### src/rtl/bist_seq_pkg.sv
package bist_seq_pkg;

    typedef enum logic [1:0] {
        PH_IDLE = 2'd0,
        PH_RAND = 2'd1,
        PH_DET  = 2'd2,
        PH_DONE = 2'd3
    } phase_e;

    // Phase entered when a run starts, skipping empty phases.
    function automatic phase_e first_phase(input logic rand_nz, input logic det_nz);
        if (rand_nz)
            return PH_RAND;
        else if (det_nz)
            return PH_DET;
        else
            return PH_DONE;
    endfunction

    // Phase entered when the pseudo-random phase ends.
    function automatic phase_e after_rand(input logic det_nz);
        return det_nz ? PH_DET : PH_DONE;
    endfunction

    function automatic logic is_active(input phase_e ph);
        return (ph == PH_RAND) || (ph == PH_DET);
    endfunction

    function automatic logic can_start(input phase_e ph);
        return (ph == PH_IDLE) || (ph == PH_DONE);
    endfunction

endpackage

### src/rtl/bist_phase_ctrl.sv
module bist_phase_ctrl
    import bist_seq_pkg::*;
#(
    parameter int CNT_W = 16
) (
    input  logic             clk,
    input  logic             rst,
    input  logic             start,
    input  logic [CNT_W-1:0] rand_len,
    input  logic [CNT_W-1:0] det_len,
    output phase_e           phase,
    output logic             active,
    output logic             load_seed
);
    localparam logic [CNT_W-1:0] ONE = CNT_W'(1);

    phase_e           ph_q, ph_d;
    logic [CNT_W-1:0] cnt_q, cnt_d;
    logic [CNT_W-1:0] rl_q, rl_d;
    logic [CNT_W-1:0] dl_q, dl_d;

    always_comb begin
        ph_d  = ph_q;
        cnt_d = cnt_q;
        rl_d  = rl_q;
        dl_d  = dl_q;
        unique case (ph_q)
            PH_IDLE, PH_DONE: begin
                if (start) begin
                    rl_d  = rand_len;
                    dl_d  = det_len;
                    cnt_d = '0;
                    ph_d  = first_phase(rand_len != '0, det_len != '0);
                end
            end
            PH_RAND: begin
                if (cnt_q == rl_q - ONE) begin
                    cnt_d = '0;
                    ph_d  = after_rand(dl_q != '0);
                end else begin
                    cnt_d = cnt_q + ONE;
                end
            end
            PH_DET: begin
                if (cnt_q == dl_q - ONE) begin
                    cnt_d = '0;
                    ph_d  = PH_DONE;
                end else begin
                    cnt_d = cnt_q + ONE;
                end
            end
            default: ph_d = PH_IDLE;
        endcase
    end

    always_ff @(posedge clk) begin
        if (rst) begin
            ph_q  <= PH_IDLE;
            cnt_q <= '0;
            rl_q  <= '0;
            dl_q  <= '0;
        end else begin
            ph_q  <= ph_d;
            cnt_q <= cnt_d;
            rl_q  <= rl_d;
            dl_q  <= dl_d;
        end
    end

    assign phase     = ph_q;
    assign active    = is_active(ph_q);
    assign load_seed = start && can_start(ph_q);

endmodule

### src/rtl/bist_mux_switch.sv
module bist_mux_switch #(
    parameter int               WIDTH = 8,
    parameter logic [WIDTH-1:0] MASK  = '0
) (
    input  logic             sel_dec,
    input  logic [WIDTH-1:0] raw,
    input  logic [WIDTH-1:0] dec,
    output logic [WIDTH-1:0] y
);
    for (genvar i = 0; i < WIDTH; i++) begin : g_bit
        if (MASK[i]) begin : g_direct
            assign y[i] = raw[i];
        end else begin : g_mux
            assign y[i] = sel_dec ? dec[i] : raw[i];
        end
    end

endmodule

### src/rtl/bist_misr.sv
module bist_misr #(
    parameter int                W    = 8,
    parameter logic [W-1:0]      POLY = '1,
    parameter logic [W-1:0]      SEED = '1
) (
    input  logic         clk,
    input  logic         rst,
    input  logic         clear,
    input  logic         enable,
    input  logic [W-1:0] resp,
    output logic [W-1:0] sig
);
    logic [W-1:0] sig_q;
    logic [W-1:0] shifted;

    assign shifted = {sig_q[W-2:0], 1'b0} ^ (sig_q[W-1] ? POLY : '0);

    always_ff @(posedge clk) begin
        if (rst || clear)
            sig_q <= SEED;
        else if (enable)
            sig_q <= shifted ^ resp;
    end

    assign sig = sig_q;

endmodule

### src/rtl/bist_phase_seq.sv
module bist_phase_seq
    import bist_seq_pkg::*;
#(
    parameter int                  WIDTH       = 8,
    parameter int                  RESP_W      = 8,
    parameter int                  CNT_W       = 16,
    parameter logic [WIDTH-1:0]    DIRECT_MASK = '0,
    parameter logic [RESP_W-1:0]   SIG_POLY    = RESP_W'(8'h1D),
    parameter logic [RESP_W-1:0]   SIG_SEED    = '1
) (
    input  logic              clk,
    input  logic              rst,
    input  logic              start,
    input  logic [CNT_W-1:0]  rand_len,
    input  logic [CNT_W-1:0]  det_len,
    input  logic [WIDTH-1:0]  gen_word,
    input  logic [WIDTH-1:0]  dec_word,
    input  logic [RESP_W-1:0] cut_resp,
    output logic              gen_step,
    output logic [WIDTH-1:0]  cut_in,
    output logic              mode_det,
    output logic              done,
    output logic [RESP_W-1:0] signature
);
    phase_e phase;
    logic   active;
    logic   load_seed;

    bist_phase_ctrl #(.CNT_W(CNT_W)) u_ctrl (
        .clk       (clk),
        .rst       (rst),
        .start     (start),
        .rand_len  (rand_len),
        .det_len   (det_len),
        .phase     (phase),
        .active    (active),
        .load_seed (load_seed)
    );

    bist_mux_switch #(.WIDTH(WIDTH), .MASK(DIRECT_MASK)) u_switch (
        .sel_dec (phase == PH_DET),
        .raw     (gen_word),
        .dec     (dec_word),
        .y       (cut_in)
    );

    bist_misr #(.W(RESP_W), .POLY(SIG_POLY), .SEED(SIG_SEED)) u_misr (
        .clk    (clk),
        .rst    (rst),
        .clear  (load_seed),
        .enable (active),
        .resp   (cut_resp),
        .sig    (signature)
    );

    assign gen_step = active;
    assign mode_det = (phase == PH_DET);
    assign done     = (phase == PH_DONE);

endmodule

### config.mk
export PLATFORM = sky130hd
export DESIGN_NAME = bist_phase_seq
export DESIGN_NICKNAME = d
export VERILOG_FILES = /design/src/rtl/bist_seq_pkg.sv /design/src/rtl/bist_phase_ctrl.sv /design/src/rtl/bist_mux_switch.sv /design/src/rtl/bist_misr.sv /design/src/rtl/bist_phase_seq.sv
export SDC_FILE = /design/constraint.sdc
export NUM_CORES = 1
export LEC_CHECK = 0
export CAP_MARGIN = 15
export CORE_MARGIN = 5
export CORE_UTILIZATION = 50
export CTS_CLUSTER_SIZE = 10
export DETAILED_ROUTE_END_ITERATION = 16
export PLACE_DENSITY = 0.9
export SETUP_SLACK_MARGIN = 0.3
export SKIP_CTS_REPAIR_TIMING = 1
export SYNTH_ARGS = -nofsm -noshare
export SYNTH_HDL_FRONTEND = slang
export SYNTH_HIERARCHICAL = 1
export SYNTH_SLANG_ARGS = --single-unit
### constraint.sdc
create_clock -name clk -period 3.6 [get_ports clk]
set_input_delay 0.36 -clock clk [delete_from_list [all_inputs] [get_ports clk]]
set_output_delay 0.36 -clock clk [all_outputs]
set_load 0.005 [all_outputs]
==> results.md, run 1 <==
| Step | Metric | Value |
| --- | --- | --- |
| power | Internal cell power | 1950 uW |
| timing | Post-Route Skew | 11.8 ps |
| final layout | Final cell count without fillers | 655 |
| clock tree | CTS tree | yes |
| synth | Fraction of the yosys area taken by sequential cells | 0.297 |
| timing | Total count of max-transition violations in the final report | 0 |
| worst setup path | Critical path endpoint category | flop |
| power | Leakage power figure | 0.00194 uW |
| global routing | GRT overflow | 0 |
| synth | Distinct cells, synth | 72 |
| worst setup path | Start-to-end type of the worst setup path | reg -> reg |
| power | Portion of total power attributed to combinational logic | 0.505 |
| timing | Rel. slew slack | 0.446 |
| drt | Average detailed-routed wire length per instance | 17.1 microns |
| worst setup path | Required time of the critical path | 3830 ps |
| worst setup path | Biggest fanout along the worst timing path | 14 |
| synth | Area share of and/or/nand/nor cells after synthesis | 0.260 |
| timing | Setup Total Neg Slack | 0 ps |
| power | Design Power | 3320 uW |
| die | Vertical extent of the die | 98.4 microns |
| timing | RSZ-0062 raised after global routing | false |
| synth | Most used DFF post-synth | sky130_fd_sc_hd__dfxtp_1 |
| final layout | Fill cell count | 624 |
| worst hold path | Hold-critical path depth | 2 |
| worst setup path | Category of the worst setup path launch point | flop |
| die | Overall die area | 0.00967 sq mm |
| die | FP Rows | 32 |
| synth | Synthesized-area fraction occupied by ao, oa, aoi and oai cells | 0.217 |
| final layout | Area Growth Syn to Fin | 27.2% |
| clock tree | Clock Root Buffer | sky130_fd_sc_hd__clkbuf_8 |
| drt | Remaining number of nets flagged by the antenna check after routing | 0 |
| placed design | HPWL after DPL | 8330 microns |
| run | Max-cap violations | 0 |
| power | Net Sw Frac | 0.411 |
| clock tree | Cts bufs inserted | 9 |
| placed design | Total placed cells including tap cells | 635 |
| synth | Adder-cell share of the synthesized area | 0.0160 |
| outcome | Status | complete, no violations |
| drt | Sum of routed wire length over all layers | 11200 microns |
| synth | Fraction of synthesized cell area in xor and xnor cells | 0.127 |
| global routing | Wire length of the first global-routing pass | 17400 microns |
| synth | Area of the mapped netlist | 0.00390 sq mm |
| global routing | Global-route usage over all layers | 0.219 |
| drt | Number of remaining DRC errors | 0 |
| clock tree | Clock-pin transition on the worst setup and hold timing paths | 70 ps |
| timing | Tightest Pin Transition | 828 ps |
| worst setup path | Arrival time worst endpoint | 3430 ps |
| worst setup path | Source of the worst register-to-register timing path | u_ctrl/dl_q[2] |
| global routing | Number of global-route vias before repair | 3827 |
| power | Cell Pwr Density | 668 mW/mm^2 |
| worst setup path | R2R depth | 8 |
| clock tree | Clock network latency to the later pin of the worst-skew pair | 350 ps |
| placed design | Port Buffers | 77 |
| synth | Proportion of netlist area held by the largest area contributor | 0.297 |
| die | IO Count | 78 |
| synth | #FFs+latches synth | 58 |
| die | Initial standard-cell utilization of the core | 0.510 |
| worst hold path | Worst hold path endpoint | u_ctrl/rl_q[12] |
| clock tree | Clk buf depth | 2 |
| drt | Post-detailed-route via-to-cell ratio | 6.12 |
| worst setup path | Internal reg-to-reg setup slack | 400 ps |
| final layout | Fin nets | 612 |
| timing | Worst hold slack across all endpoints | 505 ps |
| worst hold path | Hold path startpoint | u_ctrl/rl_q[12] |
| die | Die width | 98.4 microns |
| power | Clock share of power | 0.209 |
| synth | Number of warnings issued by yosys | 6 |
| drt | Overall via count from detail_route | 4011 |
| power | Peak supply drop | 400 uV |
| synth | Synthesized netlist net count | 546 |
| synth | Multiplexer area fraction after synthesis | 0.0362 |
| synth | Area contributors post-synth | sky130_fd_sc_hd__dfxtp_1, sky130_fd_sc_hd__nand2_1, sky130_fd_sc_hd__xnor2_1 |
| global routing | Largest net degree at the start of global routing | 35 |
| synth | Proportion of synthesized flip-flops having asynchronous set or reset | 0 |
| drt | DR iter-0 viols | 266 |
| die | Core region area | 0.00765 sq mm |
| synth | Average cell area after synthesis | 8.10 sq um |
| synth | Largest family of logic cells by synthesized area | simple AND/OR/NAND/NOR gates |
| timing | Achievable Freq | 313 MHz |
| timing | Count of final setup violators | 0 |
| power | Reported net switching power | 1360 uW |
| timing | Portion of the clock cycle consumed by the worst path in the final layout | 0.888 |
| timing | Final min period | 3200 ps |
| synth | Number of synthesized flops with an enable pin | 0 |
| synth | Yosys top cell by area | sky130_fd_sc_hd__dfxtp_1 |
| global routing | Antenna violations before repair | 0 |
| timing | Final Hold Viols | 0 |
| synth | Synthesized instance count | 482 |
| clock tree | Clock sink count | 58 |
| power | Seq pwr share | 0.287 |
| worst setup path | Critical R2R Capture | u_ctrl/cnt_q[0] |
| clock tree | Clock H-tree levels | 3 |
| worst hold path | Worst hold-check path type | reg -> reg |
| placed design | Routability-driven placement congestion ratio | 0.919 |
| final layout | Proportion of layout cells with a drive suffix above 1 | 0.0958 |
| drt | Count of TritonRoute iterations in the first routing pass | 5 |
| final layout | Antenna diode count | 0 |
[final cells by class]
cell class                 instances  area (sq um)  area share
multi-input combinational        380          2560       0.517
sequential                        58          1160       0.234
timing repair buffer              85           831       0.167
clock buffer                      10           138      0.0277
tap                              102           128      0.0257
clock inverter                     6          90.1      0.0181
inverter                          14          52.6      0.0106
[metal layers]
layer,global-route usage,wire length [microns],vias to the layer above
li1,-,-,1869
met1,0.246,4380,1881
met2,0.374,5440,221
met3,0.0543,1000,40
met4,0.128,386,0
met5,0,0,-
[worst max path at each step]
stage,start,cells after the start,slack [ps],to
final,u_ctrl/dl_q[2],8,400,u_ctrl/cnt_q[0]
after global routing,u_ctrl/dl_q[0],10,300,u_ctrl/cnt_q[0]
after global placement,u_ctrl/rl_q[0],10,520,u_ctrl/cnt_q[0]
after detailed placement,u_ctrl/rl_q[0],10,410,u_ctrl/cnt_q[0]
after floorplan,u_ctrl/rl_q[0],11,810,u_ctrl/phase[1]
after CTS,u_ctrl/rl_q[0],10,400,u_ctrl/cnt_q[0]
[worst max-delay path: stages (launching register included)]
cell                       delay [ps]
sky130_fd_sc_hd__dfxtp_1          380
sky130_fd_sc_hd__nor4_2           530
sky130_fd_sc_hd__nand2_1          290
sky130_fd_sc_hd__xnor2_1          240
sky130_fd_sc_hd__nand4_1          120
sky130_fd_sc_hd__a2111o_1         450
sky130_fd_sc_hd__o31ai_4          520
sky130_fd_sc_hd__a21oi_1          260
sky130_fd_sc_hd__mux2_2           300
[stage by stage]
stage                     utilization  area [sq um]  setup slack (ps)
after global routing            0.649          4960               297
final                           0.649          4960               402
after detailed placement        0.615          4700               407
after CTS                       0.645          4930               395
after floorplan                     -          3900               813
after global placement          0.615          4700               521
[cell usage in the layout (no fill, tap or decap), drive strengths merged, types with 2 or more instances in the layout]
master,count
o211ai,11
nor2,16
or3b,2
nand3,8
o22a,3
or4,6
clkinv,4
nand2b,16
a21oi,36
ha,5
o21ai,12
a211oi,9
xnor3,3
a22o,4
bufinv,2
nor3b,2
a31oi,6
and4b,2
buf,8
dfxtp,58
or3,6
inv,13
clkbuf,10
and2,2
a21o,7
clkdlybuf4s50,77
o31ai,3
or2,5
xnor2,30
xor2,19
a221oi,7
nor3,9
nand4,6
nand2,83
nor4,18
and3,10
mux2,9
a2111oi,2
[power groups by stage]
stage          sequential [uW]  combinational [uW]  clock [uW]
4_1_cts                    943                1630         697
5_1_grt                    969                1800         725
2_1_floorplan              898                1220           0
3_5_place_dp               955                1610           0
6_report                   951                1670         691
3_3_place_gp               944                1540           0
[registers in the layout, summed over array words and instances (netlist names)]
| name | count |
|---|---|
| u_ctrl/cnt_q | 16 |
| u_ctrl/dl_q | 16 |
| u_ctrl/phase | 2 |
| u_ctrl/rl_q | 16 |
| u_misr/sig | 8 |
[cells in the mapped netlist (all sizes together), types with 8 or more instances]
cell type,instances
nand2,83
nand2b,16
nor3,9
a21oi,36
mux2,9
inv,13
o211ai,11
clkbuf,22
nor2,16
xnor2,30
buf,8
a211oi,9
nand3,8
nor4,18
and3,10
dfxtp,58
xor2,19
o21ai,12
[cells by family after synthesis]
group | after synthesis
simple gates | 196
xor+xnor | 52
flops | 58
fa+ha+maj | 5
compound gates | 117
buf+inv | 44
mux | 10
Power figures use the tool's default switching activity.
==> run 2: changes to the inputs <==
Clock period 3.6 ns to 3.05 ns, I/O delays scaled along.
==> run 2 against run 1 <==
Net effect:
- core utilization is 5.9 points higher
- critical path depth rose by 3
- clock skew shrank 4.8 ps
- cell count rose by 3.7%
- critical endpoint is now u_ctrl/phase[0]
- highest routed layer unchanged
==> results.md, run 2 (synthesis gave the netlist of run 1 again) <==
| Step | Metric | Value | Delta |
| --- | --- | --- | --- |
| worst setup path | R2R depth | 11 | was 8 |
| worst setup path | Required time of the critical path | 3280 ps | was 3830 ps |
| drt | Remaining number of nets flagged by the antenna check after routing | 0 | unchanged |
| clock tree | Cts bufs inserted | 9 | unchanged |
| worst setup path | Critical path endpoint category | flop | unchanged |
| drt | Number of remaining DRC errors | 0 | unchanged |
| placed design | Instance area at placement | 0.00480 sq mm | was 0.00470 sq mm |
| worst setup path | Start-to-end type of the worst setup path | reg -> reg | unchanged |
| final layout | Area Growth Syn to Fin | 38.7% | was 27.2% |
| placed design | Routability-driven placement congestion ratio | 0.970 | was 0.919 |
| worst hold path | Worst hold-check path type | reg -> reg | unchanged |
| power | Leakage power figure | 0.00209 uW | was 0.00194 uW |
| die | Die width | 98.4 microns | unchanged |
| power | Peak supply drop | 568 uV | was 400 uV |
| worst setup path | Biggest fanout along the worst timing path | 6 | was 14 |
| timing | Total count of max-transition violations in the final report | 0 | unchanged |
| power | Design Power | 4440 uW | was 3320 uW |
| die | Overall die area | 0.00967 sq mm | unchanged |
| global routing | Global-route usage over all layers | 0.237 | was 0.219 |
| timing | Final min period | 2920 ps | was 3200 ps |
| global routing | Number of global-route vias before repair | 3886 | was 3827 |
| timing | RSZ-0062 raised after global routing | true | was false |
| drt | DR iter-0 viols | 492 | was 266 |
| final layout | Fin nets | 638 | was 612 |
| final layout | Proportion of layout cells with a drive suffix above 1 | 0.205 | was 0.0958 |
| clock tree | Clock H-tree levels | 3 | unchanged |
| placed design | HPWL after DPL | 8590 microns | was 8330 microns |
| die | Core region area | 0.00765 sq mm | unchanged |
| die | IO Count | 78 | unchanged |
| final layout | Final cell area excluding filler cells | 0.00541 sq mm | was 0.00496 sq mm |
| timing | Final Hold Viols | 0 | unchanged |
| global routing | Antenna violations before repair | 0 | unchanged |
| die | Vertical extent of the die | 98.4 microns | unchanged |
| placed design | Port Buffers | 77 | unchanged |
| global routing | Wire length of the first global-routing pass | 18700 microns | was 17400 microns |
| global routing | GRT overflow | 0 | unchanged |
| run | Max-cap violations | 0 | unchanged |
| drt | Post-detailed-route via-to-cell ratio | 6.34 | was 6.12 |
| clock tree | Clock network latency to the later pin of the worst-skew pair | 350 ps | about the same |
| final layout | Commonest cells after routing, fill and taps aside | sky130_fd_sc_hd__nand2_1, sky130_fd_sc_hd__clkdlybuf4s50_1, sky130_fd_sc_hd__dfxtp_1 | unchanged |
| drt | Overall via count from detail_route | 4304 | was 4011 |
| drt | Average detailed-routed wire length per instance | 19.2 microns | was 17.1 microns |
| timing | Portion of the clock cycle consumed by the worst path in the final layout | 0.957 | was 0.888 |
| worst hold path | Hold-critical path depth | 2 | unchanged |
| clock tree | Clock sink count | 58 | unchanged |
| clock tree | Clock-pin transition on the worst setup and hold timing paths | 70 ps | about the same |
| timing | Tightest Pin Transition | 858 ps | was 828 ps |
| die | FP Rows | 32 | unchanged |
| final layout | Fin util | 0.708 | was 0.649 |
| die | Initial standard-cell utilization of the core | 0.510 | unchanged |
| timing | Count of final setup violators | 0 | unchanged |
| clock tree | CTS tree | yes | unchanged |
| final layout | Antenna diode count | 0 | unchanged |
| timing | Setup Total Neg Slack | 0 ps | unchanged |
| final layout | Largest registers | u_ctrl/cnt_q x16, u_ctrl/dl_q x16, u_ctrl/rl_q x16 | unchanged |
| drt | Sum of routed wire length over all layers | 13000 microns | was 11200 microns |
| worst setup path | Arrival time worst endpoint | 3150 ps | was 3430 ps |
| outcome | Status | complete, no violations | unchanged |
| final layout | Most common cell after layout, fill and taps aside | sky130_fd_sc_hd__nand2_1 | unchanged |
| clock tree | Clock Root Buffer | sky130_fd_sc_hd__clkbuf_8 | unchanged |
| drt | Count of TritonRoute iterations in the first routing pass | 5 | unchanged |
| timing | Achievable Freq | 343 MHz | was 313 MHz |
| timing | Post-Route Skew | 6.97 ps | was 11.8 ps |
| global routing | Largest net degree at the start of global routing | 36 | was 35 |
| power | Cell Pwr Density | 820 mW/mm^2 | was 668 mW/mm^2 |
| clock tree | Clk buf depth | 2 | unchanged |
| timing | Rel. slew slack | 0.426 | was 0.446 |
| worst setup path | Category of the worst setup path launch point | flop | unchanged |
-- run 2: changes by cell type in the layout (fill, tap and decap cells not counted), sizes merged --
cell,change
clkinv,-2
o21ai,+1
clkinvlp,-1
clkbuf,+1
buf,+25
-- run 2: area by class of cell --
type	instances	area, sq um
multi-input cells	381	2810
fillers	547	2230
flip-flops and latches	58	1180
repair buffers	110	1040
clock buffers	11	141
well taps	102	128
clock inverters	3	65.1
inverters	14	52.6
-- run 2: layer usage --
layer | track usage | part of all wire
met3 | 0.0564 | 0.094
met1 | 0.287 | 0.37
met5 | 0 | 0
met2 | 0.400 | 0.48
met4 | 0.101 | 0.049
-- run 2: stage by stage --
stage | worst slack [ps] | std cells | hold slack [ps]
floorplan | 312 | 482 | 441
global placement | 194 | 648 | 456
detailed placement | 123 | 648 | 466
CTS | 107 | 662 | 475
global route | 65.5 | 679 | 485
finish | 131 | 679 | 477
-- run 2: critical path, cell delays in order, from the launching register on --
cell                       delay, ps
sky130_fd_sc_hd__dfxtp_4         360
sky130_fd_sc_hd__inv_2            60
sky130_fd_sc_hd__ha_4            120
sky130_fd_sc_hd__or3b_4          410
sky130_fd_sc_hd__or4_1           420
sky130_fd_sc_hd__o21a_1          130
sky130_fd_sc_hd__o32ai_2         210
sky130_fd_sc_hd__o211ai_1        160
sky130_fd_sc_hd__buf_4           170
sky130_fd_sc_hd__o21ai_4         310
sky130_fd_sc_hd__nor3_1           80
sky130_fd_sc_hd__or3_1           370
-- run 2: final timing paths --
check | start | endpoint | slack [ps]
max | u_ctrl/rl_q[1] | u_ctrl/phase[0] | 130
min | u_ctrl/rl_q[15] | u_ctrl/rl_q[15] | 480
max reg2reg | u_ctrl/rl_q[1] | u_ctrl/phase[0] | 130
min reg2reg | u_ctrl/rl_q[15] | u_ctrl/rl_q[15] | 480
-- run 2: where the power goes --
part	switching [uW]	total (uW)	internal [uW]
Clock	304	776	472
Combinational	1310	2510	1210
Sequential	240	1150	911
==> run 3: changes to the inputs <==
Settings changed: GPL_TIMING_DRIVEN set to 0.
==> run 3 against run 2 <==
Net effect:
- count of clock-buffer cells in the layout rose by 2
- non-clock buffer count rose by 25
- via count did not move
- worst setup slack got worse by 110 ps
- routed wire length fell by 2.3%
- core utilization rose by 1.2 points
==> results.md, run 3 (synthesis gave the netlist of run 1 again) <==
| Step | Metric | Value | Delta |
| --- | --- | --- | --- |
| clock tree | Cts bufs inserted | 9 | unchanged |
| timing | Post-Route Skew | 7.47 ps | was 6.97 ps |
| worst setup path | Critical R2R Capture | u_ctrl/phase[0] | unchanged |
| timing | Setup Total Neg Slack | 0 ps | unchanged |
| timing | Tightest Pin Transition | 760 ps | was 858 ps |
| drt | Post-detailed-route via-to-cell ratio | 6.11 | was 6.34 |
| power | Peak supply drop | 433 uV | was 568 uV |
| timing | Total count of max-transition violations in the final report | 0 | unchanged |
| placed design | Routability-driven placement congestion ratio | 0.942 | was 0.970 |
| worst setup path | Arrival time worst endpoint | 3250 ps | was 3150 ps |
| clock tree | CTS tree | yes | unchanged |
| worst setup path | Largest delay contributor family on the critical path | simple AND/OR/NAND/NOR gates | unchanged |
| timing | Final min period | 3030 ps | was 2920 ps |
| worst hold path | Hold path startpoint | u_ctrl/rl_q[15] | unchanged |
| worst setup path | Category of the worst setup path launch point | flop | unchanged |
| timing | Rel. slew slack | 0.493 | was 0.426 |
| worst setup path | First element of the critical path | u_ctrl/rl_q[7] | was u_ctrl/rl_q[1] |
| final layout | Fin nets | 662 | was 638 |
| drt | Average detailed-routed wire length per instance | 18.1 microns | was 19.2 microns |
| outcome | Status | complete, no violations | unchanged |
| worst setup path | Cell occurring most often along the worst timing path | sky130_fd_sc_hd__buf_6 |  |
| die | IO Count | 78 | unchanged |
| final layout | Most common cell after layout, fill and taps aside | sky130_fd_sc_hd__nand2_1 | unchanged |
| worst hold path | Worst hold path endpoint | u_ctrl/rl_q[15] | unchanged |
| clock tree | Clock Root Buffer | sky130_fd_sc_hd__clkbuf_8 | unchanged |
| clock tree | Clock H-tree levels | 3 | unchanged |
| die | Initial standard-cell utilization of the core | 0.510 | unchanged |
| power | Seq pwr share | 0.260 | was 0.259 |
| timing | Worst hold slack across all endpoints | 479 ps | was 477 ps |
| worst setup path | Source of the worst register-to-register timing path | u_ctrl/rl_q[7] | was u_ctrl/rl_q[1] |
| final layout | Proportion of layout cells with a drive suffix above 1 | 0.203 | was 0.205 |
| power | Reported net switching power | 1810 uW | was 1850 uW |
| global routing | Largest net degree at the start of global routing | 13 | was 36 |
| final layout | Fill cell count | 530 | was 547 |
| die | Overall die area | 0.00967 sq mm | unchanged |
| drt | Remaining number of nets flagged by the antenna check after routing | 0 | unchanged |
| timing | Portion of the clock cycle consumed by the worst path in the final layout | 0.993 | was 0.957 |
| final layout | Commonest cells after routing, fill and taps aside | sky130_fd_sc_hd__nand2_1, sky130_fd_sc_hd__clkdlybuf4s50_1, sky130_fd_sc_hd__dfxtp_1 | unchanged |
| worst setup path | Peak per-stage delay on the critical path | 530 ps | was 420 ps |
| power | Cell Pwr Density | 800 mW/mm^2 | was 820 mW/mm^2 |
| die | Die width | 98.4 microns | unchanged |
| die | FP Rows | 32 | unchanged |
| drt | Number of remaining DRC errors | 0 | unchanged |
| final layout | Area Growth Syn to Fin | 41.1% | was 38.7% |
| timing | Count of final setup violators | 0 | unchanged |
| global routing | Wire length of the first global-routing pass | 18900 microns | was 18700 microns |
| drt | DR iter-0 viols | 354 | was 492 |
| worst setup path | Critical path endpoint category | flop | unchanged |
| power | Net Sw Frac | 0.411 | was 0.417 |
| global routing | Global-route usage over all layers | 0.235 | was 0.237 |
| placed design | HPWL after DPL | 8700 microns | was 8590 microns |
| power | Clock share of power | 0.169 | was 0.175 |
| power | Internal cell power | 2590 uW | about the same |
| drt | Count of TritonRoute iterations in the first routing pass | 5 | unchanged |
| drt | Sum of routed wire length over all layers | 12700 microns | was 13000 microns |
| die | Vertical extent of the die | 98.4 microns | unchanged |
| timing | Final Hold Viols | 0 | unchanged |
| clock tree | Clk buf depth | 2 | unchanged |
| worst setup path | Internal reg-to-reg setup slack | 20 ps | was 130 ps |
| run | Max-cap violations | 0 | unchanged |
| drt | Overall via count from detail_route | 4304 | unchanged |
| worst setup path | Biggest fanout along the worst timing path | 6 | unchanged |
| worst setup path | Critical-path top delay cell | sky130_fd_sc_hd__or4_4 | was sky130_fd_sc_hd__or4_1 |
| global routing | GRT overflow | 0 | unchanged |
| placed design | Port Buffers | 77 | unchanged |
| global routing | Number of global-route vias before repair | 4029 | was 3886 |
| clock tree | Clock network latency to the later pin of the worst-skew pair | 350 ps | about the same |
| worst setup path | Start-to-end type of the worst setup path | reg -> reg | unchanged |
| final layout | Largest registers | u_ctrl/cnt_q x16, u_ctrl/dl_q x16, u_ctrl/rl_q x16 | unchanged |
| final layout | Final cell count without fillers | 704 | was 679 |
| global routing | Antenna violations before repair | 0 | unchanged |
| worst hold path | Worst hold-check path type | reg -> reg | unchanged |
| worst hold path | Hold-critical path depth | 2 | unchanged |
| worst setup path | Required time of the critical path | 3280 ps | about the same |
| power | Portion of total power attributed to combinational logic | 0.571 | was 0.566 |
| worst setup path | R2R depth | 10 | was 11 |
| timing | Achievable Freq | 330 MHz | was 343 MHz |
| clock tree | Clock-pin transition on the worst setup and hold timing paths | 60 ps | was 70 ps |
| final layout | Antenna diode count | 0 | unchanged |
| placed design | Total placed cells including tap cells | 661 | was 648 |
| timing | RSZ-0062 raised after global routing | true | unchanged |
| worst setup path | CP Buf/Inv Count | 2 | unchanged |
| final layout | Fin util | 0.720 | was 0.708 |
| clock tree | Clock sink count | 58 | unchanged |
| die | Core region area | 0.00765 sq mm | unchanged |
| worst setup path | Cells traversed along the worst timing path | or4_4 -> buf_6 -> or3_4 -> nor4_4 -> xnor2_1 -> o211ai_1 -> o21ai_4 -> buf_6 -> nor3_2 -> or3_1 | was inv_2 -> ha_4 -> or3b_4 -> or4_1 -> o21a_1 -> o32ai_2 -> o211ai_1 -> buf_4 -> o21ai_4 -> nor3_1 -> or3_1 |
| power | Leakage power figure | 0.00214 uW | was 0.00209 uW |
[run 3: changes by cell type in the layout (fill, tap and decap cells not counted), sizes merged]
cell / before / now
buf: 33 / 36
bufinv: 2 / 1
clkbuf: 11 / 35
o21ai: 13 / 12
[run 3: area by class of cell]
type	count	area [sq um]	area share
Clock buffer	13	169	0.0307
Sequential cell	58	1180	0.214
Timing Repair Buffer	105	1020	0.185
Inverter	14	55.1	0.0100
Buffer	30	153	0.0277
Clock inverter	2	35.0	0.00636
Multi-Input combinational cell	380	2770	0.504
Tap cell	102	128	0.0232
[run 3: worst max-delay path by stage]
stage,endpoint,slack (ps),cells after the start
after floorplan,u_ctrl/phase[1],310,11
after global placement,u_ctrl/phase[1],-100,11
after detailed placement,u_ctrl/phase[1],-230,11
after CTS,u_ctrl/phase[1],-250,11
after global routing,u_ctrl/phase[0],-50,10
final,u_ctrl/phase[0],20,10
[run 3: worst register-to-register path, cell delays in order (launching register included)]
cell	delay [ps]
sky130_fd_sc_hd__dfxtp_2	330
sky130_fd_sc_hd__or4_4	530
sky130_fd_sc_hd__buf_6	150
sky130_fd_sc_hd__or3_4	370
sky130_fd_sc_hd__nor4_4	290
sky130_fd_sc_hd__xnor2_1	200
sky130_fd_sc_hd__o211ai_1	190
sky130_fd_sc_hd__o21ai_4	280
sky130_fd_sc_hd__buf_6	170
sky130_fd_sc_hd__nor3_2	50
sky130_fd_sc_hd__or3_1	370
[run 3: metrics by stage]
stage	worst slack, ps	power (uW)	area, sq um
after floorplan	312	2520	3910
after detailed placement	-233	3090	4810
final	21.9	4400	5510
after global placement	-101	3000	4810
after CTS	-248	3830	5010
after global routing	-53.5	4630	5510
[run 3: per-layer routing]
metal  vias up  share of wire  global-route usage
li1       1967              -                   -
met2       238           0.49               0.393
met1      2043           0.38               0.286
met5         -              0                   0
met4         0          0.051               0.126
met3        56          0.076              0.0429
[run 3: power groups by stage]
stage / registers (uW) / logic (uW) / clock network (uW)
after floorplan: 1060 / 1460 / 0
after global placement: 1110 / 1890 / 0
after detailed placement: 1120 / 1960 / 0
after CTS: 1110 / 1980 / 747
after global routing: 1160 / 2690 / 781
final: 1150 / 2510 / 743
